==> config.mk <==
export PLATFORM = sky130hd
export DESIGN_NAME = ebus_mux_ctrl
export DESIGN_NICKNAME = d
export VERILOG_FILES = /design/src/rtl/ebus_pkg.sv /design/src/rtl/ebus_phase_gen.sv /design/src/rtl/ebus_req_slot.sv /design/src/rtl/ebus_pin_mux.sv /design/src/rtl/ebus_mux_ctrl.sv
export SDC_FILE = /design/constraint.sdc
export NUM_CORES = 1
export LEC_CHECK = 0
export BUFFER_PORTS_ARGS = -buffer_cell sky130_fd_sc_hd__buf_2
export CORE_MARGIN = 5
export CORE_UTILIZATION = 40
export CTS_BUF_LIST = sky130_fd_sc_hd__clkbuf_4
export DETAILED_ROUTE_END_ITERATION = 12
export HOLD_SLACK_MARGIN = 0.02
export SLEW_MARGIN = 20
export SYNTH_ARGS = -nofsm -noshare
export SYNTH_HDL_FRONTEND = slang
export SYNTH_HIERARCHICAL = 1
export SYNTH_SLANG_ARGS = --single-unit
==> constraint.sdc <==
create_clock -name clk -period 3.4 [get_ports clk]
set_clock_uncertainty 0.15 [all_clocks]
set_input_delay 0.51 -clock clk [delete_from_list [all_inputs] [get_ports clk]]
set_output_delay 0.51 -clock clk [all_outputs]
set_load 0.03 [all_outputs]
==> src/rtl/ebus_pkg.sv <==
package ebus_pkg;

    typedef enum logic [1:0] {
        PH_ADR0 = 2'd0,
        PH_ADR1 = 2'd1,
        PH_DAT0 = 2'd2,
        PH_DAT1 = 2'd3
    } ebus_phase_e;

    typedef struct packed {
        logic valid;
        logic write;
        logic opfetch;
    } ebus_ctl_t;

    localparam ebus_ctl_t CTL_IDLE = '{valid: 1'b0, write: 1'b0, opfetch: 1'b0};

    function automatic logic phase_is_data(input ebus_phase_e ph);
        return ph == PH_DAT0 || ph == PH_DAT1;
    endfunction

    function automatic logic phase_is_last(input ebus_phase_e ph);
        return ph == PH_DAT1;
    endfunction

endpackage

==> src/rtl/ebus_phase_gen.sv <==
module ebus_phase_gen
    import ebus_pkg::*;
(
    input  logic        clk,
    input  logic        rst,
    input  logic        halt_i,
    output ebus_phase_e phase_o,
    output logic        parked_o,
    output logic        load_o,
    output logic        park_o
);
    ebus_phase_e phase_q;
    logic        parked_q;

    always_comb begin
        load_o = !halt_i && (parked_q || phase_is_last(phase_q));
        park_o = halt_i && !parked_q && phase_is_last(phase_q);
    end

    always_ff @(posedge clk) begin
        if (rst) begin
            phase_q  <= PH_ADR0;
            parked_q <= 1'b0;
        end else if (park_o) begin
            phase_q  <= PH_ADR0;
            parked_q <= 1'b1;
        end else if (load_o) begin
            phase_q  <= PH_ADR0;
            parked_q <= 1'b0;
        end else if (!parked_q) begin
            phase_q  <= ebus_phase_e'(phase_q + 2'd1);
        end
    end

    assign phase_o  = phase_q;
    assign parked_o = parked_q;
endmodule

==> src/rtl/ebus_req_slot.sv <==
module ebus_req_slot
    import ebus_pkg::*;
#(
    parameter int unsigned ADDR_W = 16,
    parameter int unsigned DATA_W = 8
) (
    input  logic              clk,
    input  logic              rst,
    input  logic              req_start_i,
    input  logic [ADDR_W-1:0] req_addr_i,
    input  logic [DATA_W-1:0] req_wdata_i,
    input  logic              req_write_i,
    input  logic              req_opfetch_i,
    input  logic              load_i,
    input  logic              park_i,
    output ebus_ctl_t         act_ctl_o,
    output logic [ADDR_W-1:0] act_addr_o,
    output logic [DATA_W-1:0] act_wdata_o
);
    ebus_ctl_t         pend_ctl_q, act_ctl_q, new_ctl;
    logic [ADDR_W-1:0] pend_addr_q, act_addr_q;
    logic [DATA_W-1:0] pend_wdata_q, act_wdata_q;

    always_comb begin
        new_ctl.valid   = 1'b1;
        new_ctl.write   = req_write_i;
        new_ctl.opfetch = req_opfetch_i;
    end

    always_ff @(posedge clk) begin
        if (rst) begin
            pend_ctl_q   <= CTL_IDLE;
            pend_addr_q  <= '0;
            pend_wdata_q <= '0;
            act_ctl_q    <= CTL_IDLE;
            act_addr_q   <= '0;
            act_wdata_q  <= '0;
        end else if (load_i) begin
            if (pend_ctl_q.valid) begin
                act_ctl_q   <= pend_ctl_q;
                act_addr_q  <= pend_addr_q;
                act_wdata_q <= pend_wdata_q;
                pend_ctl_q  <= req_start_i ? new_ctl : CTL_IDLE;
                if (req_start_i) begin
                    pend_addr_q  <= req_addr_i;
                    pend_wdata_q <= req_wdata_i;
                end
            end else if (req_start_i) begin
                act_ctl_q   <= new_ctl;
                act_addr_q  <= req_addr_i;
                act_wdata_q <= req_wdata_i;
            end else begin
                act_ctl_q   <= CTL_IDLE;
            end
        end else begin
            if (park_i) act_ctl_q <= CTL_IDLE;
            if (req_start_i) begin
                pend_ctl_q   <= new_ctl;
                pend_addr_q  <= req_addr_i;
                pend_wdata_q <= req_wdata_i;
            end
        end
    end

    assign act_ctl_o   = act_ctl_q;
    assign act_addr_o  = act_addr_q;
    assign act_wdata_o = act_wdata_q;
endmodule

==> src/rtl/ebus_pin_mux.sv <==
module ebus_pin_mux
    import ebus_pkg::*;
#(
    parameter int unsigned ADDR_W = 16,
    parameter int unsigned DATA_W = 8,
    localparam int unsigned HI_W  = ADDR_W - DATA_W
) (
    input  logic              clk,
    input  logic              rst,
    input  ebus_phase_e       phase_i,
    input  logic              parked_i,
    input  ebus_ctl_t         act_ctl_i,
    input  logic [ADDR_W-1:0] act_addr_i,
    input  logic [DATA_W-1:0] act_wdata_i,
    input  logic [DATA_W-1:0] mux_in_i,
    output logic              e_o,
    output logic              as_o,
    output logic              rw_o,
    output logic [HI_W-1:0]   addr_hi_o,
    output logic [DATA_W-1:0] mux_out_o,
    output logic              mux_oe_o,
    output logic              instr_pull_o,
    output logic [DATA_W-1:0] rd_data_o,
    output logic              rd_valid_o
);
    logic              data_ph, is_wr;
    logic [DATA_W-1:0] rd_data_q;
    logic              rd_valid_q;

    always_comb begin
        data_ph      = phase_is_data(phase_i);
        is_wr        = act_ctl_i.valid && act_ctl_i.write;
        e_o          = !parked_i && data_ph;
        as_o         = !parked_i && (phase_i == PH_ADR0);
        rw_o         = !is_wr;
        addr_hi_o    = act_addr_i[ADDR_W-1:DATA_W];
        mux_out_o    = data_ph ? act_wdata_i : act_addr_i[DATA_W-1:0];
        mux_oe_o     = !parked_i && (!data_ph || is_wr);
        instr_pull_o = !parked_i && act_ctl_i.valid && act_ctl_i.opfetch;
    end

    always_ff @(posedge clk) begin
        if (rst) begin
            rd_data_q  <= '0;
            rd_valid_q <= 1'b0;
        end else begin
            rd_valid_q <= 1'b0;
            if (!parked_i && phase_is_last(phase_i) && act_ctl_i.valid && !act_ctl_i.write) begin
                rd_data_q  <= mux_in_i;
                rd_valid_q <= 1'b1;
            end
        end
    end

    assign rd_data_o  = rd_data_q;
    assign rd_valid_o = rd_valid_q;
endmodule

==> src/rtl/ebus_mux_ctrl.sv <==
module ebus_mux_ctrl
    import ebus_pkg::*;
#(
    parameter int unsigned ADDR_W = 16,
    parameter int unsigned DATA_W = 8,
    localparam int unsigned HI_W  = ADDR_W - DATA_W
) (
    input  logic              clk,
    input  logic              rst,
    input  logic              halt_i,
    input  logic              req_start_i,
    input  logic [ADDR_W-1:0] req_addr_i,
    input  logic [DATA_W-1:0] req_wdata_i,
    input  logic              req_write_i,
    input  logic              req_opfetch_i,
    input  logic [DATA_W-1:0] mux_in_i,
    output logic              e_o,
    output logic              as_o,
    output logic              rw_o,
    output logic [HI_W-1:0]   addr_hi_o,
    output logic [DATA_W-1:0] mux_out_o,
    output logic              mux_oe_o,
    output logic              instr_pull_o,
    output logic [DATA_W-1:0] rd_data_o,
    output logic              rd_valid_o
);
    ebus_phase_e       phase;
    logic              parked, load, park;
    ebus_ctl_t         act_ctl;
    logic [ADDR_W-1:0] act_addr;
    logic [DATA_W-1:0] act_wdata;

    ebus_phase_gen u_phase (
        .clk(clk), .rst(rst), .halt_i(halt_i),
        .phase_o(phase), .parked_o(parked), .load_o(load), .park_o(park)
    );

    ebus_req_slot #(.ADDR_W(ADDR_W), .DATA_W(DATA_W)) u_slot (
        .clk(clk), .rst(rst),
        .req_start_i(req_start_i), .req_addr_i(req_addr_i), .req_wdata_i(req_wdata_i),
        .req_write_i(req_write_i), .req_opfetch_i(req_opfetch_i),
        .load_i(load), .park_i(park),
        .act_ctl_o(act_ctl), .act_addr_o(act_addr), .act_wdata_o(act_wdata)
    );

    ebus_pin_mux #(.ADDR_W(ADDR_W), .DATA_W(DATA_W)) u_pins (
        .clk(clk), .rst(rst), .phase_i(phase), .parked_i(parked),
        .act_ctl_i(act_ctl), .act_addr_i(act_addr), .act_wdata_i(act_wdata),
        .mux_in_i(mux_in_i),
        .e_o(e_o), .as_o(as_o), .rw_o(rw_o), .addr_hi_o(addr_hi_o),
        .mux_out_o(mux_out_o), .mux_oe_o(mux_oe_o), .instr_pull_o(instr_pull_o),
        .rd_data_o(rd_data_o), .rd_valid_o(rd_valid_o)
    );


    e_low_before_rise_chk: assert property (@(posedge clk) disable iff (rst)
        $rose(e_o) |-> !$past(e_o, 2));


    as_apart_from_e_chk: assert property (@(posedge clk) disable iff (rst)
        as_o |-> !e_o);


    drive_in_data_only_write_chk: assert property (@(posedge clk) disable iff (rst)
        (e_o && mux_oe_o) |-> !rw_o);


    rw_steady_in_data_chk: assert property (@(posedge clk) disable iff (rst)
        (e_o && $past(e_o)) |-> $stable(rw_o));


    rd_valid_after_fall_chk: assert property (@(posedge clk) disable iff (rst)
        rd_valid_o |-> (!e_o && $past(e_o)));
endmodule

* After elaboration in Yosys (flattened, before gate mapping)
Cells that the tools add are included.
** Storage, ports and cells
- Bits in registers :: 66
- Word-level logic and storage cells :: 66
- Bits of input ports :: 38
** Operators by class
- Multiplexer cells :: 21
- Reduce and logical (&&, ||, !) cells :: 27
- Equality and inequality tests :: 3
- Add/subtract/negate cells :: 1
** Operators with widths (number)
- $mux W16 :: 5
- $mux W8 :: 6
- $mux W3 :: 7
- $logic_and A1 B1 Y1 :: 12
- $reduce_bool A2 Y1 :: 3
- $logic_not A1 Y1 :: 5
- $eq A2 B2 Y1 const B :: 2
- $reduce_and A2 Y1 :: 2
- $logic_or A1 B1 Y1 :: 3
- $mux W1 :: 3
- $reduce_or A3 Y1 :: 1
- $add A2 B1 Y2 const B :: 1
- $logic_not A2 Y1 :: 1
- $ne A2 B1 Y1 const B :: 1

* Depth between registers and ports, before layout
Gate-level depths: netlist of run 1.
- Depth in word-level cells :: 5
- Mapped depth :: 8

* Cells and area by module
Netlist of run 1, hierarchy kept.
** Modules (own cells, without submodules)
- ebus_req_slot :: sequential area each 1081.0 um2, area an instance 2471.1 um2, instances 1, cells each 221
- ebus_pin_mux :: sequential area each 180.2 um2, area an instance 581.8 um2, instances 1, cells each 60
- ebus_phase_gen :: sequential area each 60.1 um2, area an instance 130.1 um2, instances 1, cells each 15

* Worst setup path after synthesis of run 1
No wires, ideal clock.
- Path type :: register -> output
- Start :: reg u_phase.phase_q[1], in the netlist u_phase/phase_o[1]
- End :: out as_o
- Slack :: 1.526 ns
- Arrival time :: 1.214 ns
- Buffers on the path :: 1
- Stages on the path, launching flop included :: 3
- Data required time :: 2.740 ns
- Path through :: dfxtp_1 buf_2 nor3_1
** Between the ends
- Longest elaborated chain between the ends :: 2
** Ends and longest elaborated chain
- from (decl) :: RTL line ebus_phase_gen.sv:12 : ebus_phase_e phase_q;
- from (signal assigned) :: RTL line ebus_phase_gen.sv:31 : phase_q <= ebus_phase_e'(phase_q + 2'd1);
- $logic_not A2 Y1 :: RTL line ebus_pin_mux.sv:34 : as_o = !parked_i && (phase_i == PH_ADR0);
- $logic_and A1 B1 Y1 :: RTL line ebus_pin_mux.sv:34
- to (decl) :: RTL line ebus_mux_ctrl.sv:18 : output logic as_o,
No other way between the ends.

* Worst setup path in the final report of run 1
- Start :: reg u_phase.phase_q[0], in the netlist u_phase/phase_o[0]
- End :: reg u_slot.pend_addr_q[14]
** Between the ends
- Longest elaborated chain between the ends :: 4
** Ends and longest elaborated chain
- $eq A2 B2 Y1 (*) :: RTL line ebus_pkg.sv:23 : return ph == PH_DAT1;
- $logic_or A1 B1 Y1 (*) :: RTL line ebus_phase_gen.sv:16 : load_o = !halt_i && (parked_q || phase_is_last(phase_q));
- $logic_and A1 B1 Y1 (*) :: RTL line ebus_phase_gen.sv:16
- named net load :: RTL line ebus_mux_ctrl.sv:28 : logic parked, load, park;
- $ne A2 B1 Y1 (no line) / $mux W16 (equally long branches)
- to (signal assigned) :: RTL line ebus_req_slot.sv:45 : pend_addr_q <= req_addr_i;
- to (signal assigned) :: RTL line ebus_req_slot.sv:59 : pend_addr_q <= req_addr_i;
- to (decl) :: RTL line ebus_req_slot.sv:21 : logic [ADDR_W-1:0] pend_addr_q, act_addr_q;
Mark *: on every way through the listed nets, which the timed path passes. The rest lies on a longest branch.
A chain may end at the register's enable or synchronous reset.

==> metrics.txt, run 1 <==
WS Path Type reg -> reg; post-layout util 0.4636; post-route cell area 3582 µm²; Crit-path slowest cell nand2b_1; TritonRoute pass-1 iters 4; CP Buf/Inv Count 0; delay of the slowest critical-path stage 0.45 ns; die width just under 100 µm; Hold Slack roughly 0.22 ns; commonest non-fill, non-tap cells in the layout buf_2, dfxtp_1, nand2b_1; Port Buffer Count 67; post-cts resize count 0; FF-to-FF End u_slot/pend_addr_q[14]$_SDFFE_PP0P_; io pins between 60 and 70; drt initial violations 89; Hold Startpoint mux_in_i[1]; vias per inst 5.117; largest net degree at the start of global routing 48; Area after DPL about 3500 µm²; r2r startpoint u_phase/phase_o[0]$_SDFFE_PP0N_; ranking of synthesized cells by area dfxtp_1, mux2i_1, o2bb2ai_2; Layout area overhead 12.54%; Reg2Reg Depth 6; clk slew on worst S/H paths around 0.11 ns; Die Footprint 9842 µm²; Vias between 2000 and 2500; GRT Overall Usage 0.1396; setup TNS 0 ns; most frequent CP cell nor2_1; fraction of final layout cells sized beyond drive strength 1 0.3409; Final min period between 2 and 2.5 ns; Worst Hold Class in -> reg; Post-CTS Setup Bufs 0; CTS root buffer clkbuf_4; unique cell type count in the Yosys netlist 34; Slew @ Worst Pin about 0.6 ns; Slew Limit Fails 0; Final ANT Viol Nets 0; max-cap viol count 0; Slew HR 0.6039; maximum fanout along the worst path 24; Clk Latency, worst-skew pair 0.39 ns; crit path capture type register; area share of the largest cell type after synthesis 0.4151; WP data arrival between 2 and 3 ns; final hold vios 0; asr flop ratio synth 0; WP data required ~3.6 ns; Max VDD drop about 240 µV; RSZ-0062 raised after global routing no; biggest area consumer among synthesized cells dfxtp_1; dpl hpwl 4.540 mm; Max clock buf depth 2; routed wire length approximately 6.8 mm; Std-Cell Rows 32; R2R setup slack approximately 1.1 ns; Post-Syn Instances between 200 and 300; CTS HTree Levels 3; CTS buffer count 9; placer congestion estimate 0.7506; Die H 99.21 µm; DRC 0; CTS Hold Bufs 0; outcome completed; CTS tree done; antenna violations before repair 0; Final setup viols 0; PwrDens 415.8 nW/µm²; Diodes inserted 0; Leakage between 0.001 and 0.0015 µW; Final period util 0.6881; core box area 7727 µm²; Max Freq 427.5 MHz; GRT overflow 0; Seq/Total Area, Yosys 0.4151; first-pass GRT wire length around 11 mm; synthesis warning total 6; launching element type of the critical path register; most common flop cell mapped by yosys dfxtp_1; vias in the first global route 2252; hold depth 3; most common cell after layout, fill and taps aside buf_2; Nets slightly below 400; Net Count, Synth 335; Sink Count between 60 and 70; post-DR wirelength/cell 14.95 µm; delay-heaviest family, CP simple AND/OR/NAND/NOR gates; Yosys reg bits 66; area of the mapped netlist about 3200 µm²; CP Cell Sequence ha_1 -> nor2_1 -> nor2_1 -> nand2b_1 -> and2_4 -> o21ai_1; Post-synth EDFFs 0; Syn Area/Cell between 10 and 15 µm²; Starting Density 0.4119; fill count 757; hold path endpoint u_pins/rd_data_o[1]$_SDFFE_PP0P_
[cell type report]
cell class / instances / area (µm²) / share of cell area
clock buffer: 11 / 82.58 / 0.02305
multi-input combinational: 195 / 1624 / 0.4534
clock inverter: 5 / 21.27 / 0.005938
sequential: 66 / 1323 / 0.3692
tap: 102 / 127.6 / 0.03563
inverter: 1 / 3.754 / 0.001048
timing repair buffer: 74 / 400.4 / 0.1118
[how the worst max path moves through the flow]
stage / start / end / slack (ns) / cells after the start
CTS: u_phase/phase_o[0]$_SDFFE_PP0N_ / u_slot/pend_wdata_q[7]$_SDFFE_PP0P_ / 1.06 / 6
global placement: req_start_i / u_slot/act_addr_o[14]$_SDFFE_PP0P_ / 1.17 / 5
global route: u_phase/phase_o[0]$_SDFFE_PP0N_ / u_slot/pend_wdata_q[7]$_SDFFE_PP0P_ / 0.77 / 6
finish: u_phase/phase_o[0]$_SDFFE_PP0N_ / u_slot/pend_addr_q[14]$_SDFFE_PP0P_ / 1.06 / 6
detailed placement: u_phase/phase_o[0]$_SDFFE_PP0N_ / u_slot/pend_wdata_q[7]$_SDFFE_PP0P_ / 1.09 / 6
floorplan: u_phase/phase_o[1]$_SDFFE_PP0N_ / as_o / 1.53 / 2
[state kept, by name (all words and copies together), names as in the netlist, 2 cells and up]
name and cells:
u_slot/act_wdata_o 8, u_slot/pend_ctl_q 3, u_slot/pend_wdata_q 8, u_slot/pend_addr_q 16, u_slot/act_addr_o 16, u_pins/rd_data_o 8, u_phase/phase_o 2, u_slot/act_ctl_o 3
[Yosys cell counts, types with 2 or more instances]
| cell | n |
|---|---|
| nand3_1 | 2 |
| nor3_1 | 2 |
| clkbuf_1 | 9 |
| buf_6 | 4 |
| a21oi_1 | 5 |
| o2bb2ai_2 | 18 |
| buf_1 | 2 |
| mux2i_1 | 35 |
| o2bb2ai_4 | 2 |
| nand4b_1 | 24 |
| o21ai_1 | 20 |
| buf_12 | 2 |
| nand2b_1 | 41 |
| buf_2 | 5 |
| a32oi_1 | 2 |
| mux2_2 | 8 |
| nor2b_1 | 2 |
| dfxtp_1 | 66 |
| nor2_1 | 6 |
| o21ai_0 | 7 |
| o2bb2ai_1 | 4 |
| buf_4 | 12 |
| nand2_1 | 7 |
[logic make-up after synthesis]
| logic type | after synthesis | share of synthesized area |
|---|---|---|
| buffers and inverters | 35 | 0.07704 |
| muxes | 43 | 0.1384 |
| DFF | 66 | 0.4151 |
| AOI/OAI and AO/OA | 59 | 0.1718 |
| and+or+nand+nor | 92 | 0.1938 |
| adders and majority gates | 1 | 0.003930 |
[routing by layer]
| layer | vias up | GRT usage | part of all wire |
|---|---|---|---|
| li1 | 1164 | - | - |
| met1 | 1102 | 0.1896 | 0.49 |
| met2 | 48 | 0.2076 | 0.45 |
| met3 | 9 | 0.04067 | 0.052 |
| met4 | 0 | 0.05567 | 0.013 |
| met5 | - | 0 | 0 |
[stage by stage]
step	cells	power (µW)	worst slack, ns
6_report	454	1489	1.061
5_1_grt	454	1583	0.7732
4_1_cts	454	1511	1.061
3_5_place_dp	438	1088	1.095
3_3_place_gp	438	1084	1.171
2_1_floorplan	296	1023	1.526
[worst register-to-register path: cells and delay by family, from the launching register on]
family                   cells  cell delay [ns]
AND/OR/NAND/NOR              4             1.30
flip-flops                   1             0.42
adder cells (fa/ha/maj)      1             0.23
AO/OA/AOI/OAI                1             0.17
[power by group]
group	internal, µW	leakage (µW)	switching [µW]	total [µW]
Combinational	102	0.000817	135	237
Sequential	805	0.000538	26.4	831
Clock	158	0.0000631	264	421
Power figures use the tool's default switching activity.
==> run 2, diff against run 1 <==
==> constraint.sdc (replaced) <==
create_clock -name clk -period 1.9 [get_ports clk]
set_clock_uncertainty 0.15 [all_clocks]
set_input_delay 0.285 -clock clk [delete_from_list [all_inputs] [get_ports clk]]
set_output_delay 0.285 -clock clk [all_outputs]
set_load 0.03 [all_outputs]
==> run 2 against run 1 <==
  * Die area is the same
  * Sequential cell count is the same
  * Sequential share of layout area shrank 4.1 points
  * Global-route usage grew 1.7 points
  * Via count grew 7.6%
  * Sequential power grew 78%
  * Worst setup slack lost 1.0 ns
  * Clock-buffer cell count shrank 2
  * Clock power grew 68%
  * Largest power group unchanged
  * Highest routed layer unchanged
==> metrics.txt, run 2 (same netlist as run 1, synthesis figures left out) <==
CTS tree done (unchanged); core box area 7727 µm² (unchanged); Max VDD drop 278.2 µV (was 240.6 µV); RSZ-0062 raised after global routing yes (was no); Max clock buf depth 2 (unchanged); Vias 2499 (was 2323); Slew @ Worst Pin 0.3186 ns (was 0.5942 ns); antenna violations before repair 0 (unchanged); Reg2Reg Depth 7 (was 6); Slew HR 0.7876 (was 0.6039); Final min period between 1.5 and 2 ns; Finished Layout Cells 499 (was 454); Nets 432 (was 386); final hold vios 0 (unchanged); WP data required 1.46 ns (was 3.57 ns); Final ANT Viol Nets 0 (unchanged); DRC 0 (unchanged); GRT overflow 0 (unchanged); Port Buffer Count 67 (unchanged); Final setup viols 0 (unchanged); dpl hpwl 4.777 mm (was 4.540 mm); largest net degree at the start of global routing 33 (was 48); Placed Cells 447 (was 438); Comb pwr share 0.196 (was 0.159); post-DR wirelength/cell 14.75 µm (was 14.95 µm); Clk Latency, worst-skew pair 0.40 ns (was 0.39 ns); PwrDens 674.9 nW/µm² (was 415.8 nW/µm²); CTS buffer count 9 (unchanged); Sink Count 66 (unchanged); CTS HTree Levels 3 (unchanged); maximum fanout along the worst path 9 (was 24); Leakage 0.001613 µW (was 0.001418 µW); placer congestion estimate 0.7030 (was 0.7506); Max Freq 541.7 MHz; CTS root buffer clkbuf_4 (unchanged); WS Path Type reg -> out (was reg -> reg); outcome completed (unchanged); io pins 68 (unchanged); commonest non-fill, non-tap cells in the layout buf_2, dfxtp_1, nand2b_1 (unchanged); clock network power share 0.260 (was 0.283); vias per inst 5.008 (was 5.117); Pint 1944 µW (was 1065 µW); routed wire length 7.360 mm (was 6.789 mm); Starting Density 0.4119 (unchanged); Std-Cell Rows 32 (unchanged); Die Footprint 9842 µm² (unchanged); die width 99.21 µm (unchanged); GRT Overall Usage 0.1563 (was 0.1396); Slew Limit Fails 0 (unchanged); total power draw 2721 µW (was 1489 µW); Worst Hold Class in -> reg (unchanged); drt initial violations 98 (was 89); Die H 99.21 µm (unchanged); hold depth 3 (unchanged); vias in the first global route 2516 (was 2252); Final period util 0.9717; fraction of final layout cells sized beyond drive strength 1 0.3325 (was 0.3409); TritonRoute pass-1 iters 4 (unchanged); first-pass GRT wire length 12.47 mm (was 11.14 mm); Layout area overhead 26.65% (was 12.54%); Diodes inserted 0 (unchanged); crit path capture type primary output (was register); launching element type of the critical path register (unchanged); WP data arrival 1.41 ns (was 2.50 ns); clk slew on worst S/H paths 0.10 ns (was 0.11 ns); P_sw 776.1 µW (was 424.7 µW); Net Sw Frac 0.2853 (was 0.2851); max-cap viol count 0 (unchanged); power share of the sequential group 0.544 (was 0.558)
==> run 2: worst paths after layout <==
| kind | from | end | slack (ns) |
|---|---|---|---|
| max | u_phase/phase_o[1]$_SDFFE_PP0N_ | mux_out_o[5] | 0.05 |
| min reg2reg | u_slot/pend_addr_q[6]$_SDFFE_PP0P_ | u_slot/pend_addr_q[6]$_SDFFE_PP0P_ | 0.32 |
| min | req_wdata_i[7] | u_slot/pend_wdata_q[7]$_SDFFE_PP0P_ | 0.04 |
| max reg2reg | u_phase/phase_o[0]$_SDFFE_PP0N_ | u_slot/act_addr_o[7]$_SDFFE_PP0P_ | 0.16 |
==> run 2: power groups by stage <==
stage               clock network (µW)  logic (µW)  registers, µW
global placement                     0         452           1510
CTS                                742         525           1480
global route                       810         582           1490
detailed placement                   0         457           1510
floorplan                            0         329           1500
finish                             707         534           1480
==> run 2: area by class of cell <==
type / instances / area, µm²
sequential: 66 / 1324
inverter: 1 / 3.754
timing repair buffer: 120 / 852.1
tap: 102 / 127.6
clock buffer: 9 / 67.56
multi-input combinational: 195 / 1632
fill: 758 / 3696
clock inverter: 6 / 25.02
==> run 2: worst max-delay path: stages, from the launching register on <==
cell and delay [ns]:
dfxtp_2 0.35, buf_8 0.14, mux2_2 0.35, buf_4 0.17
==> run 2: metal layers <==
| metal | up-vias | global-route usage | routed length (µm) | share of wire |
|---|---|---|---|---|
| met4 | 0 | 0.07248 | 163 | 0.022 |
| met3 | 14 | 0.03647 | 368 | 0.050 |
| met1 | 1168 | 0.2060 | 3539 | 0.48 |
| li1 | 1255 | - | - | - |
| met5 | - | 0 | 0 | 0 |
| met2 | 62 | 0.2417 | 3288 | 0.45 |
==> run 2: metrics by stage <==
| stage | instance area [µm²] | setup slack (ns) | util | TNS [ns] | hold slack [ns] |
|---|---|---|---|---|---|
| 4_1_cts | 4009 | 0.01942 | 0.5188 | 0 | 0.02392 |
| 3_5_place_dp | 3546 | 0.02463 | 0.4589 | 0 | 0.2964 |
| 5_1_grt | 4031 | -0.01540 | 0.5217 | -0.06181 | 0.03429 |
| 3_3_place_gp | 3546 | 0.1203 | 0.4589 | 0 | 0.2916 |
| 2_1_floorplan | 3183 | 0.04863 | - | 0 | 0.2041 |
| 6_report | 4031 | 0.05383 | 0.5217 | 0 | 0.04385 |
==> run 2: timing repair <==
item,in CTS,in global routing
resized for setup,5,5
setup buffers,1,1
pin swaps,0,1
setup endpoints to repair,15,29
endpoints found under the hold margin,48,0
hold buffers,35,0
